<file path="src/rtl/duart_pkg.sv">
package duart_pkg;
    localparam int AW  = 4;
    localparam int DW  = 8;
    localparam int NCH = 2;
    localparam int PW  = 7;
    localparam int CTW = 2 * DW;

    typedef enum logic [2:0] {
        L_MODE = 3'd0,
        L_STCS = 3'd1,
        L_CMD  = 3'd2,
        L_HOLD = 3'd3
    } chan_loc_e;

    typedef enum logic [AW-1:0] {
        G_IPC_AUX   = 4'd4,
        G_ISR_IMR   = 4'd5,
        G_CT_HI     = 4'd6,
        G_CT_LO     = 4'd7,
        G_SCRATCH   = 4'd12,
        G_PINS_OCFG = 4'd13,
        G_SET_START = 4'd14,
        G_CLR_STOP  = 4'd15
    } glob_addr_e;

    typedef struct packed {
        logic          rd;
        logic          wr;
        logic [AW-1:0] addr;
        logic [DW-1:0] data;
    } access_t;

    localparam logic [2:0] CMD_PTR_RESET = 3'b001;

    function automatic logic is_ptr_reset(input logic [DW-1:0] c);
        return c[6:4] == CMD_PTR_RESET;
    endfunction

    function automatic logic is_chan_addr(input logic [AW-1:0] a);
        return a[2] == 1'b0;
    endfunction

    function automatic int unsigned chan_of(input logic [AW-1:0] a);
        return int'(a[3]);
    endfunction
endpackage

</file>
<file path="src/rtl/duart_strobe_edge.sv">
module duart_strobe_edge
    import duart_pkg::*;
(
    input  logic          clk,
    input  logic          rst,
    input  logic [AW-1:0] addr,
    input  logic [DW-1:0] wdata,
    input  logic          rd_n,
    input  logic          wr_n,
    output access_t       acc
);
    logic rd_n_q, wr_n_q;

    always_ff @(posedge clk) begin
        if (rst) begin
            rd_n_q <= 1'b1;
            wr_n_q <= 1'b1;
        end else begin
            rd_n_q <= rd_n;
            wr_n_q <= wr_n;
        end
    end

    always_comb begin
        acc.rd   = !rst && rd_n_q && !rd_n;
        acc.wr   = !rst && wr_n_q && !wr_n;
        acc.addr = addr;
        acc.data = wdata;
    end
endmodule

</file>
<file path="src/rtl/duart_chan_regs.sv">
module duart_chan_regs
    import duart_pkg::*;
#(
    parameter int CH = 0
) (
    input  logic          clk,
    input  logic          rst,
    input  access_t       acc,
    output logic [DW-1:0] mr1,
    output logic [DW-1:0] mr2,
    output logic [DW-1:0] csel,
    output logic [DW-1:0] cmd,
    output logic          cmd_stb,
    output logic [DW-1:0] txd,
    output logic          tx_stb,
    output logic          ptr
);
    logic      mine;
    chan_loc_e loc;

    always_comb begin
        mine = is_chan_addr(acc.addr) && (chan_of(acc.addr) == CH);
        loc  = chan_loc_e'(acc.addr[2:0]);
    end

    always_ff @(posedge clk) begin
        if (rst) begin
            mr1     <= '0;
            mr2     <= '0;
            csel    <= '0;
            cmd     <= '0;
            cmd_stb <= 1'b0;
            txd     <= '0;
            tx_stb  <= 1'b0;
            ptr     <= 1'b0;
        end else begin
            cmd_stb <= 1'b0;
            tx_stb  <= 1'b0;
            if (mine && acc.rd && loc == L_MODE) begin
                ptr <= 1'b1;
            end
            if (mine && acc.wr) begin
                case (loc)
                    L_MODE: begin
                        if (ptr) mr2 <= acc.data;
                        else     mr1 <= acc.data;
                        ptr <= 1'b1;
                    end
                    L_STCS: csel <= acc.data;
                    L_CMD: begin
                        cmd     <= acc.data;
                        cmd_stb <= 1'b1;
                        if (is_ptr_reset(acc.data)) ptr <= 1'b0;
                    end
                    L_HOLD: begin
                        txd    <= acc.data;
                        tx_stb <= 1'b1;
                    end
                    default: ;
                endcase
            end
        end
    end
endmodule

</file>
<file path="src/rtl/duart_shared_regs.sv">
module duart_shared_regs
    import duart_pkg::*;
(
    input  logic           clk,
    input  logic           rst,
    input  access_t        acc,
    output logic [DW-1:0]  aux_ctl,
    output logic [DW-1:0]  irq_mask,
    output logic [CTW-1:0] ct_preset,
    output logic [DW-1:0]  scratch,
    output logic [DW-1:0]  out_cfg,
    output logic [DW-1:0]  out_port,
    output logic           ct_start,
    output logic           ct_stop
);
    logic       glob;
    glob_addr_e ga;

    always_comb begin
        glob = !is_chan_addr(acc.addr) || acc.addr == AW'(G_SCRATCH)
               || acc.addr == AW'(G_PINS_OCFG);
        ga   = glob_addr_e'(acc.addr);
    end

    always_ff @(posedge clk) begin
        if (rst) begin
            aux_ctl   <= '0;
            irq_mask  <= '0;
            ct_preset <= '0;
            scratch   <= '0;
            out_cfg   <= '0;
            out_port  <= '0;
            ct_start  <= 1'b0;
            ct_stop   <= 1'b0;
        end else begin
            ct_start <= acc.rd && ga == G_SET_START;
            ct_stop  <= acc.rd && ga == G_CLR_STOP;
            if (acc.wr && glob) begin
                case (ga)
                    G_IPC_AUX:   aux_ctl            <= acc.data;
                    G_ISR_IMR:   irq_mask           <= acc.data;
                    G_CT_HI:     ct_preset[CTW-1:DW] <= acc.data;
                    G_CT_LO:     ct_preset[DW-1:0]  <= acc.data;
                    G_SCRATCH:   scratch            <= acc.data;
                    G_PINS_OCFG: out_cfg            <= acc.data;
                    G_SET_START: out_port           <= out_port | acc.data;
                    G_CLR_STOP:  out_port           <= out_port & ~acc.data;
                    default: ;
                endcase
            end
        end
    end
endmodule

</file>
<file path="src/rtl/duart_read_mux.sv">
module duart_read_mux
    import duart_pkg::*;
(
    input  logic                    clk,
    input  logic                    rst,
    input  access_t                 acc,
    input  logic [NCH-1:0]          ptr,
    input  logic [NCH-1:0][DW-1:0]  mr1,
    input  logic [NCH-1:0][DW-1:0]  mr2,
    input  logic [NCH-1:0][DW-1:0]  stat,
    input  logic [NCH-1:0][DW-1:0]  rxd,
    input  logic [DW-1:0]           in_chg,
    input  logic [DW-1:0]           irq_stat,
    input  logic [CTW-1:0]          ct_value,
    input  logic [DW-1:0]           scratch,
    input  logic [PW-1:0]           in_pins,
    output logic [DW-1:0]           rdata
);
    logic [DW-1:0] sel;
    int unsigned   ch;

    always_comb begin
        ch  = chan_of(acc.addr);
        sel = '0;
        if (is_chan_addr(acc.addr)) begin
            case (chan_loc_e'(acc.addr[2:0]))
                L_MODE:  sel = ptr[ch] ? mr2[ch] : mr1[ch];
                L_STCS:  sel = stat[ch];
                L_HOLD:  sel = rxd[ch];
                default: sel = '0;
            endcase
        end else begin
            case (glob_addr_e'(acc.addr))
                G_IPC_AUX:   sel = in_chg;
                G_ISR_IMR:   sel = irq_stat;
                G_CT_HI:     sel = ct_value[CTW-1:DW];
                G_CT_LO:     sel = ct_value[DW-1:0];
                G_SCRATCH:   sel = scratch;
                G_PINS_OCFG: sel = {{(DW-PW){1'b0}}, in_pins};
                default:     sel = '0;
            endcase
        end
    end

    always_ff @(posedge clk) begin
        if (rst)         rdata <= '0;
        else if (acc.rd) rdata <= sel;
    end
endmodule

</file>
<file path="src/rtl/duart_regfile.sv">
module duart_regfile
    import duart_pkg::*;
(
    input  logic        clk,
    input  logic        rst,
    input  logic [3:0]  addr,
    input  logic [7:0]  wdata,
    input  logic        rd_n,
    input  logic        wr_n,
    output logic [7:0]  rdata,
    input  logic [7:0]  stat_a,
    input  logic [7:0]  stat_b,
    input  logic [7:0]  rxd_a,
    input  logic [7:0]  rxd_b,
    input  logic [7:0]  in_chg,
    input  logic [7:0]  irq_stat,
    input  logic [15:0] ct_value,
    input  logic [6:0]  in_pins,
    output logic [7:0]  mode1_a,
    output logic [7:0]  mode2_a,
    output logic [7:0]  mode1_b,
    output logic [7:0]  mode2_b,
    output logic [7:0]  csel_a,
    output logic [7:0]  csel_b,
    output logic [7:0]  cmd_a,
    output logic [7:0]  cmd_b,
    output logic        cmd_a_stb,
    output logic        cmd_b_stb,
    output logic [7:0]  txd_a,
    output logic [7:0]  txd_b,
    output logic        tx_a_stb,
    output logic        tx_b_stb,
    output logic [7:0]  aux_ctl,
    output logic [7:0]  irq_mask,
    output logic [15:0] ct_preset,
    output logic [7:0]  out_cfg,
    output logic [7:0]  out_port,
    output logic        ct_start,
    output logic        ct_stop
);
    access_t                acc;
    logic [NCH-1:0]         ptr_v;
    logic [NCH-1:0][DW-1:0] mr1_v, mr2_v, csel_v, cmd_v, txd_v;
    logic [NCH-1:0]         cmd_stb_v, tx_stb_v;
    logic [NCH-1:0][DW-1:0] stat_v, rxd_v;
    logic [DW-1:0]          scratch;

    duart_strobe_edge i_edge (
        .clk(clk), .rst(rst), .addr(addr), .wdata(wdata),
        .rd_n(rd_n), .wr_n(wr_n), .acc(acc)
    );

    for (genvar c = 0; c < NCH; c++) begin : g_chan
        duart_chan_regs #(.CH(c)) i_chan (
            .clk(clk), .rst(rst), .acc(acc),
            .mr1(mr1_v[c]), .mr2(mr2_v[c]), .csel(csel_v[c]),
            .cmd(cmd_v[c]), .cmd_stb(cmd_stb_v[c]),
            .txd(txd_v[c]), .tx_stb(tx_stb_v[c]), .ptr(ptr_v[c])
        );
    end

    duart_shared_regs i_shared (
        .clk(clk), .rst(rst), .acc(acc),
        .aux_ctl(aux_ctl), .irq_mask(irq_mask), .ct_preset(ct_preset),
        .scratch(scratch), .out_cfg(out_cfg), .out_port(out_port),
        .ct_start(ct_start), .ct_stop(ct_stop)
    );

    assign stat_v = {stat_b, stat_a};
    assign rxd_v  = {rxd_b, rxd_a};

    duart_read_mux i_rmux (
        .clk(clk), .rst(rst), .acc(acc), .ptr(ptr_v),
        .mr1(mr1_v), .mr2(mr2_v), .stat(stat_v), .rxd(rxd_v),
        .in_chg(in_chg), .irq_stat(irq_stat), .ct_value(ct_value),
        .scratch(scratch), .in_pins(in_pins), .rdata(rdata)
    );

    assign mode1_a   = mr1_v[0];
    assign mode2_a   = mr2_v[0];
    assign mode1_b   = mr1_v[1];
    assign mode2_b   = mr2_v[1];
    assign csel_a    = csel_v[0];
    assign csel_b    = csel_v[1];
    assign cmd_a     = cmd_v[0];
    assign cmd_b     = cmd_v[1];
    assign cmd_a_stb = cmd_stb_v[0];
    assign cmd_b_stb = cmd_stb_v[1];
    assign txd_a     = txd_v[0];
    assign txd_b     = txd_v[1];
    assign tx_a_stb  = tx_stb_v[0];
    assign tx_b_stb  = tx_stb_v[1];
endmodule

</file>
<file path="config.mk">
export PLATFORM = sky130hd
export DESIGN_NAME = duart_regfile
export DESIGN_NICKNAME = d
export VERILOG_FILES = /design/src/rtl/duart_pkg.sv /design/src/rtl/duart_strobe_edge.sv /design/src/rtl/duart_chan_regs.sv /design/src/rtl/duart_shared_regs.sv /design/src/rtl/duart_read_mux.sv /design/src/rtl/duart_regfile.sv
export SDC_FILE = /design/constraint.sdc
export NUM_CORES = 1
export LEC_CHECK = 0
export ABC_AREA = 1
export CAP_MARGIN = 20
export CORE_AREA = 5 5 122 124
export DETAILED_ROUTE_END_ITERATION = 6
export DIE_AREA = 0 0 127 129
export DONT_BUFFER_PORTS = 1
export GPL_TIMING_DRIVEN = 0
export PLACE_DENSITY_LB_ADDON = 0.25
export RECOVER_POWER = 100
export SLEW_MARGIN = 10
export SYNTH_ARGS = -nofsm -noshare
export SYNTH_HDL_FRONTEND = slang
export SYNTH_HIERARCHICAL = 1
export SYNTH_SLANG_ARGS = --single-unit
</file>
<file path="constraint.sdc">
create_clock -name clk -period 4.8 [get_ports clk]
set_input_delay 0.48 -clock clk [delete_from_list [all_inputs] [get_ports clk]]
set_output_delay 0.48 -clock clk [all_outputs]
set_load 0.03 [all_outputs]
</file>
== Word level (Yosys, flattened, before mapping) ==
Index checks and enable logic that the tools add are counted.
W data, S select, Z words.
Storage, ports and cells
  register bits after elaboration: 154
  logic and storage cells: 116
  bits of input ports: 87
  output and inout port bits: 142
Operators by class
  magnitude comparators: 1
  mux-type cells: 25
  reduce and logical (&&, ||, !) cells: 41
  bitwise logic cells: 9
  equality and inequality tests: 12
Operators by type and width (number)
  $mux W8: 10
  $pmux W8 S6: 1
  $reduce_and A2 Y1: 13
  $pmux W8 S3: 1
  $eq A4 B3 Y1 const B: 4
  $eq A4 B4 Y1 const B: 4
  $pmux W8 S2: 1
  $logic_and A1 B1 Y1: 15
  $reduce_and A3 Y1: 4
  $mux W1: 10
  $and A8 B8 Y8: 1
  $not A8 Y8: 1
  $or A8 B8 Y8: 1
  $eq A3 B1 Y1 const B: 2
  $eq A3 B2 Y1 const B: 2
  $not A1 Y1: 6
  $pmux W1 S2: 2
  $reduce_or A2 Y1: 2
  $logic_not A1 Y1: 3
  $logic_not A3 Y1: 1
  $logic_or A1 B1 Y1: 2
  $lt A1 B2 Y1 const B: 1
  $reduce_bool A2 Y1: 1

== Longest topological paths before layout ==
  depth in word-level cells: 9
  mapped depth: 12
  gate-level depth less buffers: 9

== By module ==
Netlist, hierarchy kept.
Modules (own cells, without submodules)
  duart_shared_regs: cells an instance 339, times used 1, seq. area each 1161.1 um^2, area each 2377.3 um^2
  duart_chan_regs at g_chan[0].i_chan: cells an instance 217, times used 1, seq. area each 860.8 um^2, area each 1679.1 um^2
  duart_chan_regs at g_chan[1].i_chan: cells an instance 196, times used 1, seq. area each 860.8 um^2, area each 1675.4 um^2
  duart_read_mux: cells an instance 331, times used 1, seq. area each 160.2 um^2, area each 1482.7 um^2
  duart_strobe_edge: cells an instance 21, times used 1, seq. area each 40.0 um^2, area each 161.4 um^2

== Worst setup path after synthesis ==
Ideal clock, no wire load.
  kind: in2reg
  from: in rst
  to: reg i_shared.out_cfg[4]
  buffers on the path: 1
  stages on the path: 9
  data arrival time: 1.767 ns
  setup time: 0.112 ns
  required time: 4.688 ns
  path slack: 2.921 ns
  cells stage by stage: inv_1 nand2_1 nor2_1 nand2_1 nor2_4 buf_2 nand3_1 nand2_1 nor2_1
RTL lines
  start, declared: line duart_regfile.sv:5  | input logic rst,
  end signal, assigned: line duart_shared_regs.sv:45  | G_PINS_OCFG: out_cfg <= acc.data;
  end, declared: line duart_shared_regs.sv:11  | output logic [DW-1:0] out_cfg,

==> impl_metrics.toml <==
[status]
outcome = "completed"

[cts]
cts_hold_buf = 0
clk_path_buf_depth = 2
cts_root_buffer = "clkbuf_16"
cts_sinks = 154
cts_resized = 0
cts_buffers = 17
clock_latency_ps = 410
cts_tree = "yes"
clk_pin_slew_worst_paths_ps = 60
postCtsSetupBuffers = 0
htree_num_levels = 4

[routing]
routed-via-count = 7062
antenna_left = 0
wl_per_cell_um = 16.62
drc = 0
via_per_inst = 5.366
wl_mm = 21.88
firstDrtPassIters = 5
drt_iter0_markers = 620

[floorplan]
start_util_pct = 53.97
ios = 229
fp.dieH_um = 129
die_w_um = 127
die-area_um2 = 16380
core-area_um2 = 13670
fp-row-count = 43

[sta]
period_share_pct = 51.21
period_needed_ps = 2458
skew_ps = 6.612
rsz0062_at_grt = "false"
fmax_mhz = 406.8
setup_tns_ps = 0
hold_viol_final = 0
drv_slew = 0
worst_slack_ps = 2342
max_slew_margin_pct = 42.24
setup_viol_count_final = 0
worstMarginPinSlew_ps = 863.2

[power]
vdd_ir_drop_max_uv = 238.4
pwr-share-comb_pct = 7.4
p_per_area_nw_per_um2 = 353.5
pwr-share-seq_pct = 47.2
power_leakage_nw = 3.635
p_int_mw = 2.104
p_switching_uw = 708.7
clkPwrFrac_pct = 45.4
p_sw_share_pct = 25.20
p_total_mw = 2.812

[yosys]
synth_top_cell_by_area = "dfxtp_1"
synth.top_cell.area_share_pct = 41.80
syn_inst = 1104
ys_seq_elements = 154
avgSynthCellArea_um2 = 6.681
synth.area.top_cells = "dfxtp_1 (42%), nand2_1 (16%), nor2_1 (12%), nand3_1 (7.7%), o21ai_0 (4.1%)"
yosysSeqAreaShare_pct = 41.80
synth.distinct_cells = 28
syn_nets = 1191
syn_area_um2 = 7376
synth_warnings = 6

[flow_run]
cap_violations = 0

[setup_path]
crit_path_end_kind = "flip-flop"
worstSetupPathType = "flip-flop to flip-flop"
crit_required_ps = 5110
critical_path_arrival_ps = 2770
critical_path_peak_fanout = 10
start_kind = "flip-flop"

[placed_design]
gp_congestion = 0.8888
place_ws_ps = 2495
hpwl_mm = 15.82
place_area_um2 = 7601
io_buffers = 0

[global_routing]
grt_overflow_total = 0
grt_pass1_wl_mm = 34.81
grt_max_degree = 20
antenna_found_initial = 0
first_global_vias = 6726
grtUsageTotal_pct = 26.75

[cells_and_area]
drive_above_1_share_pct = 8.011
final_common_cell = "nand2_1"
final_cell_mix = "nand2_1 (307), nor2_1 (256), dfxtp_1 (154)"
fin_area_um2 = 7956
fin_nets = 1210
n_antenna_cell = 0
fill_cells = 1375
area_growth_syn_to_layout_pct = 7.871

[worst_hold_path]
min_path_type = "primary input to flip-flop"
[stage by stage]
stage | hold WS (ps) | std cells | util (%)
final | 131.3 | 1316 | 58.22
after global placement | 458.3 | 1284 | 55.62
after floorplan | 441.0 | 1104 | -
after global routing | 119.2 | 1316 | 58.22
after CTS | 122.3 | 1316 | 59.77
after detailed placement | 477.2 | 1284 | 55.62
[flip-flops by register name, summed over array words and instances, names as in the netlist, 8 cells and up, named ones only]
| signal | cells |
|---|---|
| i_shared/scratch | 8 |
| i_shared/out_cfg | 8 |
| i_shared/ct_preset | 16 |
| g_chan.i_chan/mr2 | 16 |
| i_shared/irq_mask | 8 |
| g_chan.i_chan/cmd | 16 |
| g_chan.i_chan/txd | 16 |
| g_chan.i_chan/mr1 | 16 |
| i_rmux/rdata | 8 |
| g_chan.i_chan/csel | 16 |
| i_shared/aux_ctl | 8 |
[power by group through the flow]
stage                     clock network (mW)  logic (mW)  registers [mW]
after floorplan                            0       0.161            1.35
after global placement                     0       0.211            1.36
after detailed placement                   0       0.213            1.36
after CTS                               1.29       0.215            1.33
after global routing                    1.36       0.235            1.33
final                                   1.28       0.207            1.33
[critical path, stage by stage, from the launching register on]
cell	delay (ps)
dfxtp_1	310
nand2_1	50
nor2_1	370
nand3_1	310
nor3_1	670
clkbuf_1	420
nand2_1	100
nand2_1	80
nor2_1	40
[per-layer routing]
metal / part of all wire, % / vias up / global-route usage, % / routed length, um
met5: 0 / - / 0 / 0
met4: 1.5 / 0 / 8.580 / 318
met3: 13 / 28 / 9.838 / 2759
met2: 46 / 346 / 42.43 / 10090
met1: 40 / 3158 / 34.06 / 8708
li1: - / 3530 / - / -
[layout make-up]
class	count	area, um^2	area share, %
Tap cell	180	225.2	2.831
Clock buffer	22	474.2	5.960
Buffer	52	267.8	3.365
Multi-Input combinational cell	827	3546	44.57
Sequential cell	154	3083	38.75
Clock inverter	10	92.59	1.164
Inverter	71	267.8	3.365
[cells by family (layout without fill, tap and decap cells)]
group	count (synthesis)	in the layout	synth area share, %
flip-flops	154	154	41.80
buffers and inverters	123	155	8.041
AND/OR/NAND/NOR	735	735	43.48
AO/OA/AOI/OAI	92	92	6.684
[final timing paths]
path | slack [ps] | depth (start not counted) | end | from
max | 2340 | 8 | g_chan[0].i_chan/csel[6] | i_edge/wr_n_q
min | 130 | 1 | g_chan[0].i_chan/ptr | rst
max reg2reg | 2340 | 8 | g_chan[0].i_chan/csel[6] | i_edge/wr_n_q
min reg2reg | 480 | 2 | i_shared/scratch[7] | i_shared/scratch[7]
[cells in the mapped netlist, drive strengths merged]
cell type / number
or2: 2
dfxtp: 154
inv: 69
o21ai: 65
nand3: 121
a21oi: 26
clkbuf: 8
clkinv: 2
buf: 44
o21a: 1
nor2: 267
nor3: 33
nand4: 5
nand2: 307
(Power assumes the default switching activity.)
